File: src/rtl/fpga_sercfg_pkg.sv
package fpga_sercfg_pkg;

  typedef enum logic [2:0] {
    ST_IDLE, ST_POWER, ST_PROG, ST_INIT, ST_SHIFT, ST_DWAIT, ST_OK, ST_FAIL
  } cfg_state_e;

  typedef enum logic [1:0] {
    FK_NONE = 2'd0,
    FK_INIT = 2'd1,
    FK_DONE = 2'd2
  } fail_kind_e;

  // Delay in system cycles for a time given in milliseconds.
  function automatic int unsigned ms_to_cycles(input int unsigned ms,
                                               input int unsigned cyc_per_ms);
    return ms * cyc_per_ms;
  endfunction

  // Bits needed to hold values 0..maxval.
  function automatic int unsigned cnt_width(input int unsigned maxval);
    return (maxval < 2) ? 1 : $clog2(maxval + 1);
  endfunction

  // Cycles a single serial bit occupies on the wire.
  function automatic int unsigned bit_cycles(input int unsigned half_div);
    return 2 * half_div;
  endfunction

endpackage

File: src/rtl/fpga_sercfg_sync.sv
module fpga_sercfg_sync #(
  parameter int unsigned W = 2
) (
  input  logic         clk,
  input  logic         rst_n,
  input  logic [W-1:0] d,
  output logic [W-1:0] q
);
  logic [W-1:0] meta_q;
  logic [W-1:0] sync_q;

  always_ff @(posedge clk or negedge rst_n) begin
    if (!rst_n) begin
      meta_q <= '0;
      sync_q <= '0;
    end else begin
      meta_q <= d;
      sync_q <= meta_q;
    end
  end

  assign q = sync_q;
endmodule

File: src/rtl/fpga_sercfg_tmr.sv
module fpga_sercfg_tmr #(
  parameter int unsigned W = 8
) (
  input  logic         clk,
  input  logic         rst_n,
  input  logic         load,
  input  logic [W-1:0] load_val,
  output logic         expired
);
  logic [W-1:0] cnt_q;

  always_ff @(posedge clk or negedge rst_n) begin
    if (!rst_n)              cnt_q <= '0;
    else if (load)           cnt_q <= load_val;
    else if (cnt_q != '0)    cnt_q <= cnt_q - 1'b1;
  end

  // A load of N-1 keeps the caller in its state for N cycles.
  assign expired = (cnt_q == '0);
endmodule

File: src/rtl/fpga_sercfg_bitser.sv
module fpga_sercfg_bitser import fpga_sercfg_pkg::*; #(
  parameter int unsigned CLK_DIV = 2
) (
  input  logic       clk,
  input  logic       rst_n,
  input  logic       ld_byte,
  input  logic       ld_pulse,
  input  logic [7:0] byte_in,
  output logic       ser_clk,
  output logic       ser_dat,
  output logic       idle
);
  localparam int unsigned DW = cnt_width(CLK_DIV);
  localparam logic [DW-1:0] RELOAD = DW'(CLK_DIV - 1);

  logic [7:0]    sh_q;
  logic [3:0]    left_q;
  logic          hi_q;
  logic [DW-1:0] div_q;

  always_ff @(posedge clk or negedge rst_n) begin
    if (!rst_n) begin
      sh_q   <= '0;
      left_q <= '0;
      hi_q   <= 1'b0;
      div_q  <= '0;
    end else if (ld_byte) begin
      sh_q   <= byte_in;
      left_q <= 4'd8;
      hi_q   <= 1'b0;
      div_q  <= RELOAD;
    end else if (ld_pulse) begin
      sh_q   <= '0;
      left_q <= 4'd1;
      hi_q   <= 1'b0;
      div_q  <= RELOAD;
    end else if (left_q != 4'd0) begin
      if (div_q != '0) begin
        div_q <= div_q - 1'b1;
      end else if (!hi_q) begin
        hi_q  <= 1'b1;
        div_q <= RELOAD;
      end else begin
        hi_q   <= 1'b0;
        div_q  <= RELOAD;
        left_q <= left_q - 4'd1;
        if (left_q == 4'd1) sh_q <= '0;
        else                sh_q <= {sh_q[6:0], 1'b0};
      end
    end
  end

  assign ser_clk = hi_q;
  assign ser_dat = sh_q[7];
  assign idle    = (left_q == 4'd0);
endmodule

File: src/rtl/fpga_sercfg.sv
module fpga_sercfg import fpga_sercfg_pkg::*; #(
  parameter int unsigned CYC_PER_MS  = 125000,
  parameter int unsigned SETTLE_MS   = 50,
  parameter int unsigned PROG_MS     = 50,
  parameter int unsigned INIT_TRIES  = 100000,
  parameter int unsigned DONE_PULSES = 100000,
  parameter int unsigned CLK_DIV     = 2,
  parameter int unsigned CNT_W       = 24
) (
  input  logic             clk,
  input  logic             rst_n,
  input  logic             start,
  input  logic [CNT_W-1:0] byte_count,
  input  logic [7:0]       src_data,
  input  logic             src_valid,
  output logic             src_ready,
  input  logic             src_fail,
  input  logic             tgt_init,
  input  logic             tgt_done,
  output logic             pwr_en,
  output logic             prog_n,
  output logic             cfg_clk,
  output logic             cfg_dat,
  output logic             busy,
  output logic             ok,
  output logic             err,
  output logic [1:0]       err_kind
);
  localparam int unsigned SETTLE_CYC = ms_to_cycles(SETTLE_MS, CYC_PER_MS);
  localparam int unsigned PROG_CYC   = ms_to_cycles(PROG_MS, CYC_PER_MS);
  localparam int unsigned TMR_MAX    = (SETTLE_CYC > PROG_CYC) ? SETTLE_CYC : PROG_CYC;
  localparam int unsigned TMR_W      = cnt_width(TMR_MAX);
  localparam int unsigned TRY_W      = cnt_width(INIT_TRIES);
  localparam int unsigned PUL_W      = cnt_width(DONE_PULSES);

  cfg_state_e       state_q;
  fail_kind_e       kind_q;
  logic [CNT_W-1:0] rem_q;
  logic [TRY_W-1:0] tries_q;
  logic [PUL_W-1:0] pulses_q;
  logic             pwr_q, prog_n_q, busy_q, ok_q, err_q;

  // Synchronised target status lines.
  logic [1:0] tgt_sync;
  logic       init_s, done_s;

  fpga_sercfg_sync #(.W(2)) u_sync (
    .clk   (clk),
    .rst_n (rst_n),
    .d     ({tgt_done, tgt_init}),
    .q     (tgt_sync)
  );
  assign init_s = tgt_sync[0];
  assign done_s = tgt_sync[1];

  // Named events shared by the FSM, the serializer and the checker.
  logic ser_idle;
  logic start_ok, init_seen, init_giveup;
  logic byte_take, src_abort, shift_over;
  logic dw_active, dw_check, done_seen, done_giveup, pulse_go;
  logic tmr_load, tmr_expired;
  logic [TMR_W-1:0] tmr_val;

  assign start_ok    = start && (state_q == ST_IDLE || state_q == ST_OK || state_q == ST_FAIL);
  assign init_seen   = (state_q == ST_INIT) && init_s;
  assign init_giveup = (state_q == ST_INIT) && !init_s && (tries_q == TRY_W'(INIT_TRIES - 1));
  assign src_ready   = (state_q == ST_SHIFT) && ser_idle && (rem_q != '0) && !src_fail;
  assign byte_take   = src_ready && src_valid;
  assign src_abort   = (state_q == ST_SHIFT) && ser_idle && (rem_q != '0) && src_fail;
  assign shift_over  = (state_q == ST_SHIFT) && ser_idle && (rem_q == '0);
  assign dw_active   = (state_q == ST_DWAIT);
  assign dw_check    = dw_active && ser_idle;
  assign done_seen   = dw_check && done_s;
  assign done_giveup = dw_check && !done_s && (pulses_q == PUL_W'(DONE_PULSES));
  assign pulse_go    = dw_check && !done_s && (pulses_q != PUL_W'(DONE_PULSES));

  assign tmr_load = start_ok || ((state_q == ST_POWER) && tmr_expired);
  assign tmr_val  = start_ok ? TMR_W'(SETTLE_CYC - 1) : TMR_W'(PROG_CYC - 1);

  fpga_sercfg_tmr #(.W(TMR_W)) u_tmr (
    .clk      (clk),
    .rst_n    (rst_n),
    .load     (tmr_load),
    .load_val (tmr_val),
    .expired  (tmr_expired)
  );

  fpga_sercfg_bitser #(.CLK_DIV(CLK_DIV)) u_ser (
    .clk      (clk),
    .rst_n    (rst_n),
    .ld_byte  (byte_take),
    .ld_pulse (pulse_go),
    .byte_in  (src_data),
    .ser_clk  (cfg_clk),
    .ser_dat  (cfg_dat),
    .idle     (ser_idle)
  );

  always_ff @(posedge clk or negedge rst_n) begin
    if (!rst_n) begin
      state_q  <= ST_IDLE;
      kind_q   <= FK_NONE;
      rem_q    <= '0;
      tries_q  <= '0;
      pulses_q <= '0;
      pwr_q    <= 1'b0;
      prog_n_q <= 1'b1;
      busy_q   <= 1'b0;
      ok_q     <= 1'b0;
      err_q    <= 1'b0;
    end else begin
      unique case (state_q)
        ST_IDLE, ST_OK, ST_FAIL: begin
          if (start_ok) begin
            state_q <= ST_POWER;
            pwr_q   <= 1'b1;
            busy_q  <= 1'b1;
            ok_q    <= 1'b0;
            err_q   <= 1'b0;
            kind_q  <= FK_NONE;
            rem_q   <= byte_count;
          end
        end
        ST_POWER: begin
          if (tmr_expired) begin
            state_q  <= ST_PROG;
            prog_n_q <= 1'b0;
          end
        end
        ST_PROG: begin
          if (tmr_expired) begin
            state_q  <= ST_INIT;
            prog_n_q <= 1'b1;
            tries_q  <= '0;
          end
        end
        ST_INIT: begin
          if (init_seen) begin
            state_q <= ST_SHIFT;
          end else if (init_giveup) begin
            state_q <= ST_FAIL;
            err_q   <= 1'b1;
            kind_q  <= FK_INIT;
          end else begin
            tries_q <= tries_q + 1'b1;
          end
        end
        ST_SHIFT: begin
          if (shift_over || src_abort) begin
            state_q  <= ST_DWAIT;
            pulses_q <= '0;
          end else if (byte_take) begin
            rem_q <= rem_q - 1'b1;
          end
        end
        ST_DWAIT: begin
          if (done_seen) begin
            state_q <= ST_OK;
            busy_q  <= 1'b0;
            ok_q    <= 1'b1;
          end else if (done_giveup) begin
            state_q <= ST_FAIL;
            err_q   <= 1'b1;
            kind_q  <= FK_DONE;
          end else if (pulse_go) begin
            pulses_q <= pulses_q + 1'b1;
          end
        end
        default: state_q <= ST_IDLE;
      endcase
    end
  end

  assign pwr_en   = pwr_q;
  assign prog_n   = prog_n_q;
  assign busy     = busy_q;
  assign ok       = ok_q;
  assign err      = err_q;
  assign err_kind = kind_q;
endmodule

File: config.mk
export PLATFORM = sky130hd
export DESIGN_NAME = fpga_sercfg
export DESIGN_NICKNAME = d
export VERILOG_FILES = /design/src/rtl/fpga_sercfg_pkg.sv /design/src/rtl/fpga_sercfg_sync.sv /design/src/rtl/fpga_sercfg_tmr.sv /design/src/rtl/fpga_sercfg_bitser.sv /design/src/rtl/fpga_sercfg.sv
export SDC_FILE = /design/constraint.sdc
export NUM_CORES = 1
export LEC_CHECK = 0
export BUFFER_PORTS_ARGS = -buffer_cell sky130_fd_sc_hd__buf_4
export CORE_MARGIN = 2
export CORE_UTILIZATION = 54
export CTS_CLUSTER_DIAMETER = 40
export CTS_CLUSTER_SIZE = 24
export DETAILED_ROUTE_END_ITERATION = 7
export GPL_ROUTABILITY_DRIVEN = 0
export MAX_ROUTING_LAYER = met4
export PLACE_DENSITY = 0.76
export SYNTH_ARGS = -nofsm -noshare
export SYNTH_HDL_FRONTEND = slang
export SYNTH_SLANG_ARGS = --single-unit
File: constraint.sdc
create_clock -name clk -period 2.45 [get_ports clk]
set_input_delay 0.49 -clock clk [delete_from_list [all_inputs] [get_ports clk]]
set_output_delay 0.49 -clock clk [all_outputs]
set_load 0.01 [all_outputs]
=== Word-level counts from Yosys, hierarchy flattened ===
Index checks and enable logic that the tools add are counted.

* Reduce and logical (&&, ||, !) cells: 51
* Add/sub/neg operators: 6
* Mux-type cells: 64
* Equality and inequality tests: 28

{| class="wikitable"
|+ Operators by type and width
! cell !! number
|-
| 17-bit two-way mux || 7
|-
| 24-bit two-way mux || 3
|-
| 17-bit case mux with 2 select lines || 2
|-
| 8-bit two-way mux || 6
|-
| 24-bit case mux with 2 select lines || 1
|-
| 23-bit two-way mux || 2
|-
| 17-bit by 1-bit adder with 17-bit output (second input constant) || 2
|-
| 17-bit equality test (second input constant) || 2
|-
| 24-bit logical NOT || 1
|-
| 3-bit two-way mux || 8
|-
| 24-bit nonzero test || 1
|-
| 24-bit by 1-bit subtractor with 24-bit output (second input constant) || 1
|-
| 23-bit logical NOT || 1
|-
| 23-bit nonzero test || 1
|-
| 23-bit by 1-bit subtractor with 23-bit output (second input constant) || 1
|-
| 4-bit two-way mux || 5
|-
| 2-bit != test (second input constant) || 10
|-
| 2-bit two-way mux || 9
|-
| 3-bit case mux with 6 select lines || 1
|-
| 17-bit != test (second input constant) || 1
|-
| 1-bit logical AND || 16
|-
| 1-bit two-way mux || 15
|-
| 2-bit nonzero test || 7
|-
| 3-bit equality test (second input constant) || 4
|-
| other kinds (23) || 42
|}

* Input bits: 39
* Output and inout bits: 10
* Register bits after elaboration: 110

=== Logic depth before layout (Yosys ltp) ===
Gate-level depths: netlist of run 1.

* Depth after elaboration: 8
* Mapped depth: 9
* Mapped depth without buffers: 8

=== By module ===
Synthesis of run 1 repeated with hierarchy kept, for this count alone.

* Cells, all modules: 701
* Area, all modules: 6,401.1 um2

{| class="wikitable"
|+ Modules (own cells, without submodules)
! module !! sequential area each (um2) !! cells each !! times used !! area an instance (um2)
|-
| fpga_sercfg || 1,702.9 || 490 || 1 || 4,212.8
|-
| fpga_sercfg_tmr || 575.6 || 143 || 1 || 1,305.0
|-
| fpga_sercfg_bitser || 375.4 || 64 || 1 || 783.3
|-
| fpga_sercfg_sync || 100.1 || 4 || 1 || 100.1
|}

=== Least setup slack after synthesis of run 1 ===
No wires, ideal clock.

* Path type: register -> register
* From: register u_ser.left_q[0]
* To: register state_q[0]
* Arrival time: 2.384 ns
* Setup time: 0.128 ns
* Cell stages (with the launch flop): 10
* Clock period less this slack: 2.512 ns
* Slack: -0.062 ns
* Required time: 2.322 ns
* Cells stage by stage: dfrtp_1 -> inv_1 -> ha_1 -> or3b_1 -> or3_1 -> buf_2 -> and2b_1 -> o2111ai_1 -> a211oi_2 -> mux2_1

* Cells in the longest elaborated chain, start to end: 7
* Elaborated cells on any way between the ends: 15

{| class="wikitable"
|+ RTL lines
! element !! RTL line !! text
|-
| from (decl) || fpga_sercfg_bitser.sv:17 || <nowiki>logic [3:0] left_q;</nowiki>
|-
| from (signal assigned) || fpga_sercfg_bitser.sv:46 || <nowiki>left_q <= left_q - 4'd1;</nowiki>
|-
| 4-bit logical NOT (*) || fpga_sercfg_bitser.sv:55 || <nowiki>assign idle = (left_q == 4'd0);</nowiki>
|-
| 1-bit logical AND || fpga_sercfg.sv:69, fpga_sercfg.sv:70 ||
|-
| 1-bit logical AND (2 in series) || fpga_sercfg.sv:69 || <nowiki>assign src_abort = (state_q == ST_SHIFT) && ser_idle && (rem_q != '0) && src_fail;</nowiki>
|-
| 1-bit logical OR || fpga_sercfg.sv:149 || <nowiki>if (shift_over || src_abort) begin</nowiki>
|-
| 2-bit by 1-bit != test with 1-bit output (no line) || - ||
|-
| 6-bit AND reduction (no line) || - ||
|-
| to (signal assigned) || fpga_sercfg.sv:150 || <nowiki>state_q <= ST_DWAIT;</nowiki>
|-
| to (signal assigned) || fpga_sercfg.sv:158 || <nowiki>state_q <= ST_OK;</nowiki>
|-
| to (signal assigned) || fpga_sercfg.sv:162 || <nowiki>state_q <= ST_FAIL;</nowiki>
|-
| to (decl) || fpga_sercfg.sv:36 || <nowiki>cfg_state_e state_q;</nowiki>
|}

Every way passes the cells marked *; elsewhere a longest branch is shown, timed or not.
A chain may end at the register's enable or synchronous reset.

=== Final worst setup path of run 1 ===
* From: register u_ser.left_q[1]
* To: register state_q[0]

Same word-level chain as after synthesis.

==> results.py, run 1 <==
metrics = {
    "synthesis": {
        "synthArstFlopShare_pct": 100,
        "postSynthCellCount": 674,
        "ys_seq_area_share_pct": 45.7,
        "ys_ff_latch": 110,
        "yosysUniqueCellTypes": 70,
        "syn_avg_cell_area_um2": 8.95,
        "syn_area_um2": 6030,
        "synth_edf_count": 0,
        "ys.flop_type": "dfrtp_1",
        "yosysWarningCount": 0,
        "syn_nets": 722,
    },
    "global_routing": {
        "antenna_found_initial": 0,
        "track_usage_pct": 27.7,
        "grt_pass1_vias": 5421,
        "grt_pass1_wl_um": 25400,
        "grt_remaining_overflow": 0,
        "grt_start_max_net_pins": 52,
    },
    "worst_setup_path": {
        "critPathMaxStageDelay_ps": 420,
        "crit_path_start_kind": "flip-flop",
        "crit_family": "simple AND/OR/NAND/NOR gates",
        "crit_path_cell_trace": "inv_2 > ha_4 > or3b_4 > or3_4 > and2b_2 > o2111ai_4 > a211oi_2 > mux2_1",
        "slowest_stage": "dfrtp_1",
        "cp-end-kind": "flip-flop",
        "criticalPathCategory": "reg -> reg",
        "critPathBufInv": 1,
        "critPathMaxFanout": 3,
        "required_ps": 2730,
        "crit_arrival_ps": 2730,
    },
    "finish": {
        "fillerInstances": 862,
        "drive_above_1_share_pct": 20.6,
        "num-nets-final": 810,
        "antennaDiodeCount": 0,
        "fin_util_pct": 67.0,
        "final_cells": 907,
        "multiInputGateArea_um2": 3230,
        "regArea_um2": 2760,
        "area_growth_pct": 20.9,
    },
    "timing": {
        "setup_viol": 1,
        "clock_skew_ps": 14.5,
        "fin_crit_sh_pct": 100,
        "rsz0062_at_grt": "yes",
        "timing.setup.tns_ps": -4.78,
        "slew_viol_final": 0,
        "worst_slew_pin_slew_ps": 700,
        "period_needed_ps": 2450,
        "slew_headroom_pct": 53.4,
        "max_freq_mhz": 407,
        "hold_viol": 0,
        "hold_ws_ps": 127,
        "fin_ws_ps": -4.78,
    },
    "clocking": {
        "clk_pin_slew_ps": 100,
        "cts_tree": "yes",
        "h-tree-depth": 3,
        "clock_sinks": 110,
        "root_buffer": "clkbuf_8",
        "clock_latency_ps": 390,
        "cts_max_path_buffers": 2,
        "cts_buffers": 9,
        "hold_buffers": 0,
    },
    "die": {
        "die-height_um": 110,
        "core-area_um2": 10900,
        "rows": 38,
        "start_util_pct": 55.4,
        "die_area_um2": 12000,
        "die-width_um": 110,
        "io_pins": 49,
    },
    "drt": {
        "num_vias": 5615,
        "dr.pass1.iters": 5,
        "drc": 0,
        "post_drt_via_cell_ratio": 6.19,
        "drtIter0Drc": 518,
        "wl_um": 15100,
        "drtAntennaViolNets": 0,
        "wl_per_cell_um": 16.7,
    },
    "placed_design": {
        "portBuffers": 48,
        "post-dp-hpwl_um": 10800,
        "dp.cells": 885,
    },
    "power": {
        "p_per_area_nw_per_um2": 671,
        "p_leak_nw": 3.04,
        "peakVddDrop_uv": 595,
        "finalPower_mw": 4.90,
    },
    "status": {
        "violations": "setup timing",
        "status": "finished, violations left",
    },
    "hold_path": {
        "hold_class": "in -> async",
    },
    "job": {
        "cap_violations": 0,
    },
}
[stage by stage]
| stage | instance area [um2] | setup WS [ps] |
|---|---|---|
| after floorplan | 6060 | -0.379 |
| after detailed placement | 6870 | -70.2 |
| after CTS | 7200 | -2.18 |
| after global placement | 6870 | 49.7 |
| after global routing | 7290 | -110 |
| final | 7290 | -4.78 |
[cells by family after synthesis]
logic type / share of synthesized area (%)
and+or+nand+nor: 25.3
muxes: 1.37
xor gates and xnor gates: 4.21
AOI/OAI and AO/OA: 18.9
DFF: 45.7
buffers and inverters: 2.68
adders and majority gates: 1.87
[power breakdown]
part	leakage (nW)	switching (mW)	internal [mW]
Clock	0.137	0.629	0.885
Sequential	1.30	0.279	2.08
Combinational	1.60	0.568	0.459
Total	3.04	1.48	3.42
[final timing paths]
check	slack (ps)	end	depth (start not counted)	start
worst min-delay path	130	u_ser.sh_q[4]	1	rst_n
min in group clk	210	u_sync.meta_q[1]	1	tgt_done
max in group asynchronous	1630	u_tmr.cnt_q[6]	2	rst_n
worst min register to register	390	u_sync.q[0]	0	u_sync.meta_q[0]
worst max-delay path	-5	state_q[0]	8	u_ser.left_q[1]
worst max register to register	-5	state_q[0]	8	u_ser.left_q[1]
[synthesized netlist by cell type (2+ instances only)]
| library cell | number | area [um2] |
|---|---|---|
| nor2b_1 | 4 | 25.0 |
| o2bb2ai_1 | 6 | 52.6 |
| nand4_1 | 15 | 93.8 |
| dfrtp_1 | 109 | 2730 |
| or3_1 | 10 | 62.6 |
| o21ai_0 | 61 | 305 |
| or2_2 | 4 | 25.0 |
| a22oi_1 | 4 | 30.0 |
| ha_1 | 9 | 113 |
| nor3_1 | 31 | 155 |
| nand3_1 | 32 | 160 |
| a21oi_1 | 54 | 270 |
| and2_1 | 2 | 12.5 |
| buf_2 | 6 | 30.0 |
| xor2_1 | 8 | 70.1 |
| a22o_1 | 5 | 43.8 |
| a21o_1 | 5 | 37.5 |
| nor4_1 | 13 | 81.3 |
| nand2_1 | 66 | 248 |
| nor3b_1 | 6 | 45.0 |
| o21a_1 | 4 | 30.0 |
| or3b_2 | 2 | 17.5 |
| xnor2_1 | 21 | 184 |
| mux2i_1 | 6 | 60.1 |
| and3_1 | 13 | 81.3 |
| nor3_2 | 2 | 20.0 |
| or4_1 | 3 | 22.5 |
| o32ai_1 | 4 | 35.0 |
| nand2b_1 | 5 | 31.3 |
| nand4b_1 | 4 | 35.0 |
| clkbuf_1 | 17 | 63.8 |
| a31oi_1 | 4 | 25.0 |
| o211ai_1 | 5 | 37.5 |
| nor4b_1 | 2 | 17.5 |
| nand3b_1 | 3 | 22.5 |
| nor2_1 | 68 | 255 |
| inv_1 | 18 | 67.6 |
| o31ai_1 | 11 | 82.6 |
[per-layer routing]
metal	up-vias	global-route usage [%]	routed length, um
met5	-	-	0
met4	0	7.50	251
met3	25	6.82	816
met2	186	44.8	7420
met1	2773	35.0	6650
li1	2631	-	-
[cell usage in the layout (no fill, tap or decap), types with 3 or more instances in the layout]
master,count
a21o_1,5
a21oi_1,53
a22o_1,5
a22oi_1,4
a31oi_1,4
and3_1,13
buf_4,97
bufinv_16,5
clkbuf_8,9
dfrtp_1,106
dfrtp_2,3
ha_1,8
inv_1,16
mux2i_1,6
nand2_1,66
nand2b_1,5
nand3_1,31
nand3b_1,3
nand4_1,15
nand4b_1,4
nor2_1,64
nor2_2,4
nor2b_1,4
nor3_1,27
nor3_2,5
nor3b_1,6
nor4_1,12
o211ai_1,5
o21a_1,4
o21ai_0,57
o21ai_1,5
o2bb2ai_1,6
o31ai_1,11
o32ai_1,4
or2_2,4
or3_1,9
or4_1,3
xnor2_1,21
xor2_1,8
[area by class of cell]
cell class | count | share of cell area, %
flip-flops and latches | 110 | 37.8
repair buffers | 100 | 10.7
well taps | 140 | 2.40
multi-input cells | 523 | 44.3
clock buffers | 10 | 1.75
clock inverters | 6 | 2.16
inverters | 18 | 0.926
[flip-flops by register name, summed over array words and instances, names as in the netlist]
name and cells:
busy 1, err 1, err_kind 2, ok 1, prog_n 1, pulses_q 17, pwr_en 1, rem_q 24
state_q 3, tries_q 17, u_ser.div_q 2, u_ser.left_q 4, u_ser.ser_clk 1, u_ser.sh_q 8, u_sync.meta_q 2, u_sync.q 2
u_tmr.cnt_q 23
[timing repair]
| action | 4_1_cts | 5_1_grt |
|---|---|---|
| buffers inserted | 3 | 3 |
| pin swaps | 3 | 5 |
| setup endpoints to repair | 6 | 36 |
| cloned | 0 | 0 |
| resized for setup | 7 | 19 |
No activity file was read; power rests on OpenSTA's default activity.
==> run 2, diff against run 1 <==
--- a/config.mk
+++ b/config.mk
@@ -7,13 +7,14 @@
 export LEC_CHECK = 0
 export BUFFER_PORTS_ARGS = -buffer_cell sky130_fd_sc_hd__buf_4
 export CORE_MARGIN = 2
-export CORE_UTILIZATION = 54
+export CORE_UTILIZATION = 56
+export CTS_BUF_LIST = sky130_fd_sc_hd__clkbuf_4
 export CTS_CLUSTER_DIAMETER = 40
 export CTS_CLUSTER_SIZE = 24
 export DETAILED_ROUTE_END_ITERATION = 7
 export GPL_ROUTABILITY_DRIVEN = 0
 export MAX_ROUTING_LAYER = met4
-export PLACE_DENSITY = 0.76
+export PLACE_DENSITY = 0.78
 export SYNTH_ARGS = -nofsm -noshare
 export SYNTH_HDL_FRONTEND = slang
 export SYNTH_SLANG_ARGS = --single-unit
==> results.py, run 2 (synthesis gave the netlist of run 1 again) <==
metrics = {
    "power": {
        "p_per_area_nw_per_um2": 624,
        "peakVddDrop_uv": 497,
        "p_leak_nw": 3.04,
    },
    "finish": {
        "top_register": "rem_q",
        "drive_above_1_share_pct": 21.8,
        "fin_util_pct": 70.4,
        "largest_reg_flops": 24,
        "num-nets-final": 824,
        "mostFrequentLayoutCell": "dfrtp_1",
        "fillerInstances": 783,
        "area_growth_pct": 21.1,
        "largestRegisters": "rem_q: 24 flops, u_tmr.cnt_q: 23 flops",
        "design_area_um2": 7300,
        "mostFrequentLayoutCells": "dfrtp_1, buf_4, nand2_1, nor2_1, o21ai_0",
    },
    "clocking": {
        "cts_tree": "yes",
        "root_buffer": "clkbuf_4",
        "clock_latency_ps": 500,
        "cts_max_path_buffers": 2,
        "h-tree-depth": 3,
        "clk_pin_slew_ps": 180,
        "cts_buffers": 9,
        "clock_sinks": 110,
    },
    "global_routing": {
        "top_usage_layer": "met2",
        "grt_pass1_vias": 5414,
        "antenna_found_initial": 1,
        "grt_remaining_overflow": 0,
        "grt_start_max_net_pins": 48,
        "grt_util_met1_pct": 37.2,
        "grt_use_met2_pct": 44.9,
        "met3_usage_pct": 6.05,
        "grt_pass1_wl_um": 25400,
        "track_usage_pct": 28.3,
    },
    "drt": {
        "drtAntennaViolNets": 0,
        "post_drt_via_cell_ratio": 6.10,
        "drc": 0,
        "num_vias": 5602,
        "wl_per_cell_um": 16.7,
        "wl_um": 15300,
        "drtIter0Drc": 435,
        "dr.pass1.iters": 6,
    },
    "placed_design": {
        "post-dp-hpwl_um": 10500,
        "place_area_um2": 6880,
        "portBuffers": 48,
    },
    "timing": {
        "slew_viol_final": 0,
        "fin_ws_ps": -86.8,
        "slew_headroom_pct": 54.7,
        "timing.setup.tns_ps": -178,
        "clock_skew_ps": 29.5,
        "fin_crit_sh_pct": 104,
        "max_freq_mhz": 394,
        "hold_ws_ps": 79.2,
        "period_needed_ps": 2540,
        "hold_viol": 0,
        "rsz0062_at_grt": "yes",
        "setup_viol": 5,
        "worst_slew_pin_slew_ps": 679,
    },
    "worst_setup_path": {
        "required_ps": 2860,
        "criticalPathCategory": "reg -> reg",
        "crit_path_start_kind": "flip-flop",
        "critPathMaxFanout": 5,
        "cp-end-kind": "flip-flop",
        "crit_arrival_ps": 2950,
    },
    "die": {
        "core-area_um2": 10400,
        "die_area_um2": 11600,
        "io_pins": 49,
        "die-width_um": 108,
        "start_util_pct": 58.2,
        "die-height_um": 108,
        "rows": 37,
    },
    "status": {
        "violations": "setup timing",
        "status": "finished, violations left",
    },
    "hold_path": {
        "hold_class": "in -> reg",
    },
    "job": {
        "cap_violations": 0,
    },
}
-- run 2: cell types whose count changed in the layout (fill, tap and decap cells not counted), sizes merged --
cell,delta
inv,+1
buf,+13
bufinv,-2
diode,+1
dlygate4sd3,+1
clkinv,+2
clkbuf,-1
-- run 2: area by class of cell --
type	instances	area [um2]	share of cell area (%)
Antenna cell	1	2.50	0.0343
Inverter	18	67.6	0.925
Multi-Input combinational cell	523	3220	44.1
Clock inverter	7	120	1.64
Tap cell	136	170	2.33
Clock buffer	9	67.6	0.925
Sequential cell	110	2750	37.7
Timing Repair Buffer	114	898	12.3
-- run 2: worst paths after layout --
kind / startpoint / to / slack (ps) / depth (start not counted)
worst max-delay path: u_ser.left_q[1] / pulses_q[0] / -90 / 10
worst min-delay path: tgt_init / u_sync.meta_q[0] / 80 / 1
worst max register to register: u_ser.left_q[1] / pulses_q[0] / -90 / 10
worst min register to register: u_sync.meta_q[1] / u_sync.q[1] / 370 / 0
max in group asynchronous: rst_n / pulses_q[7] / 1140 / 3
min in group asynchronous: rst_n / tries_q[9] / 550 / 2
-- run 2: critical path, stage by stage, from the launching register on --
cell,delay (ps)
dfrtp_1,430
inv_2,90
ha_4,130
or3b_4,390
or3_4,350
buf_6,140
o21ai_4,240
buf_4,160
buf_4,100
nand4_1,130
mux2_2,290
-- run 2: routing by layer --
metal  part of all wire (%)  wire (um)
met5                      0          0
met2                     50       7650
met1                     43       6640
met4                    1.6        241
met3                    5.3        806
-- run 2: repair_timing --
item / in CTS / in global routing
pin swaps: 6 / 8
gates resized for setup: 6 / 21
hold buffers: 0 / 1
endpoints found under the setup margin: 7 / 19
endpoints found under the hold margin: 0 / 5
setup buffers: 10 / 7
-- run 2: where the power goes --
part | leakage, nW | internal (mW) | switching, mW | total (mW)
registers | 1.30 | 2.07 | 0.258 | 2.33
clock network | 0.0965 | 0.520 | 0.620 | 1.14
logic | 1.65 | 0.491 | 0.601 | 1.09
-- run 2: stage by stage --
stage / worst slack [ps] / cells / power [mW]
floorplan: -0.379 / 674 / 2.93
global placement: 55.1 / 883 / 3.33
detailed placement: -28.4 / 883 / 3.39
CTS: -54.1 / 909 / 4.56
global route: -159 / 918 / 4.82
finish: -86.8 / 918 / 4.56
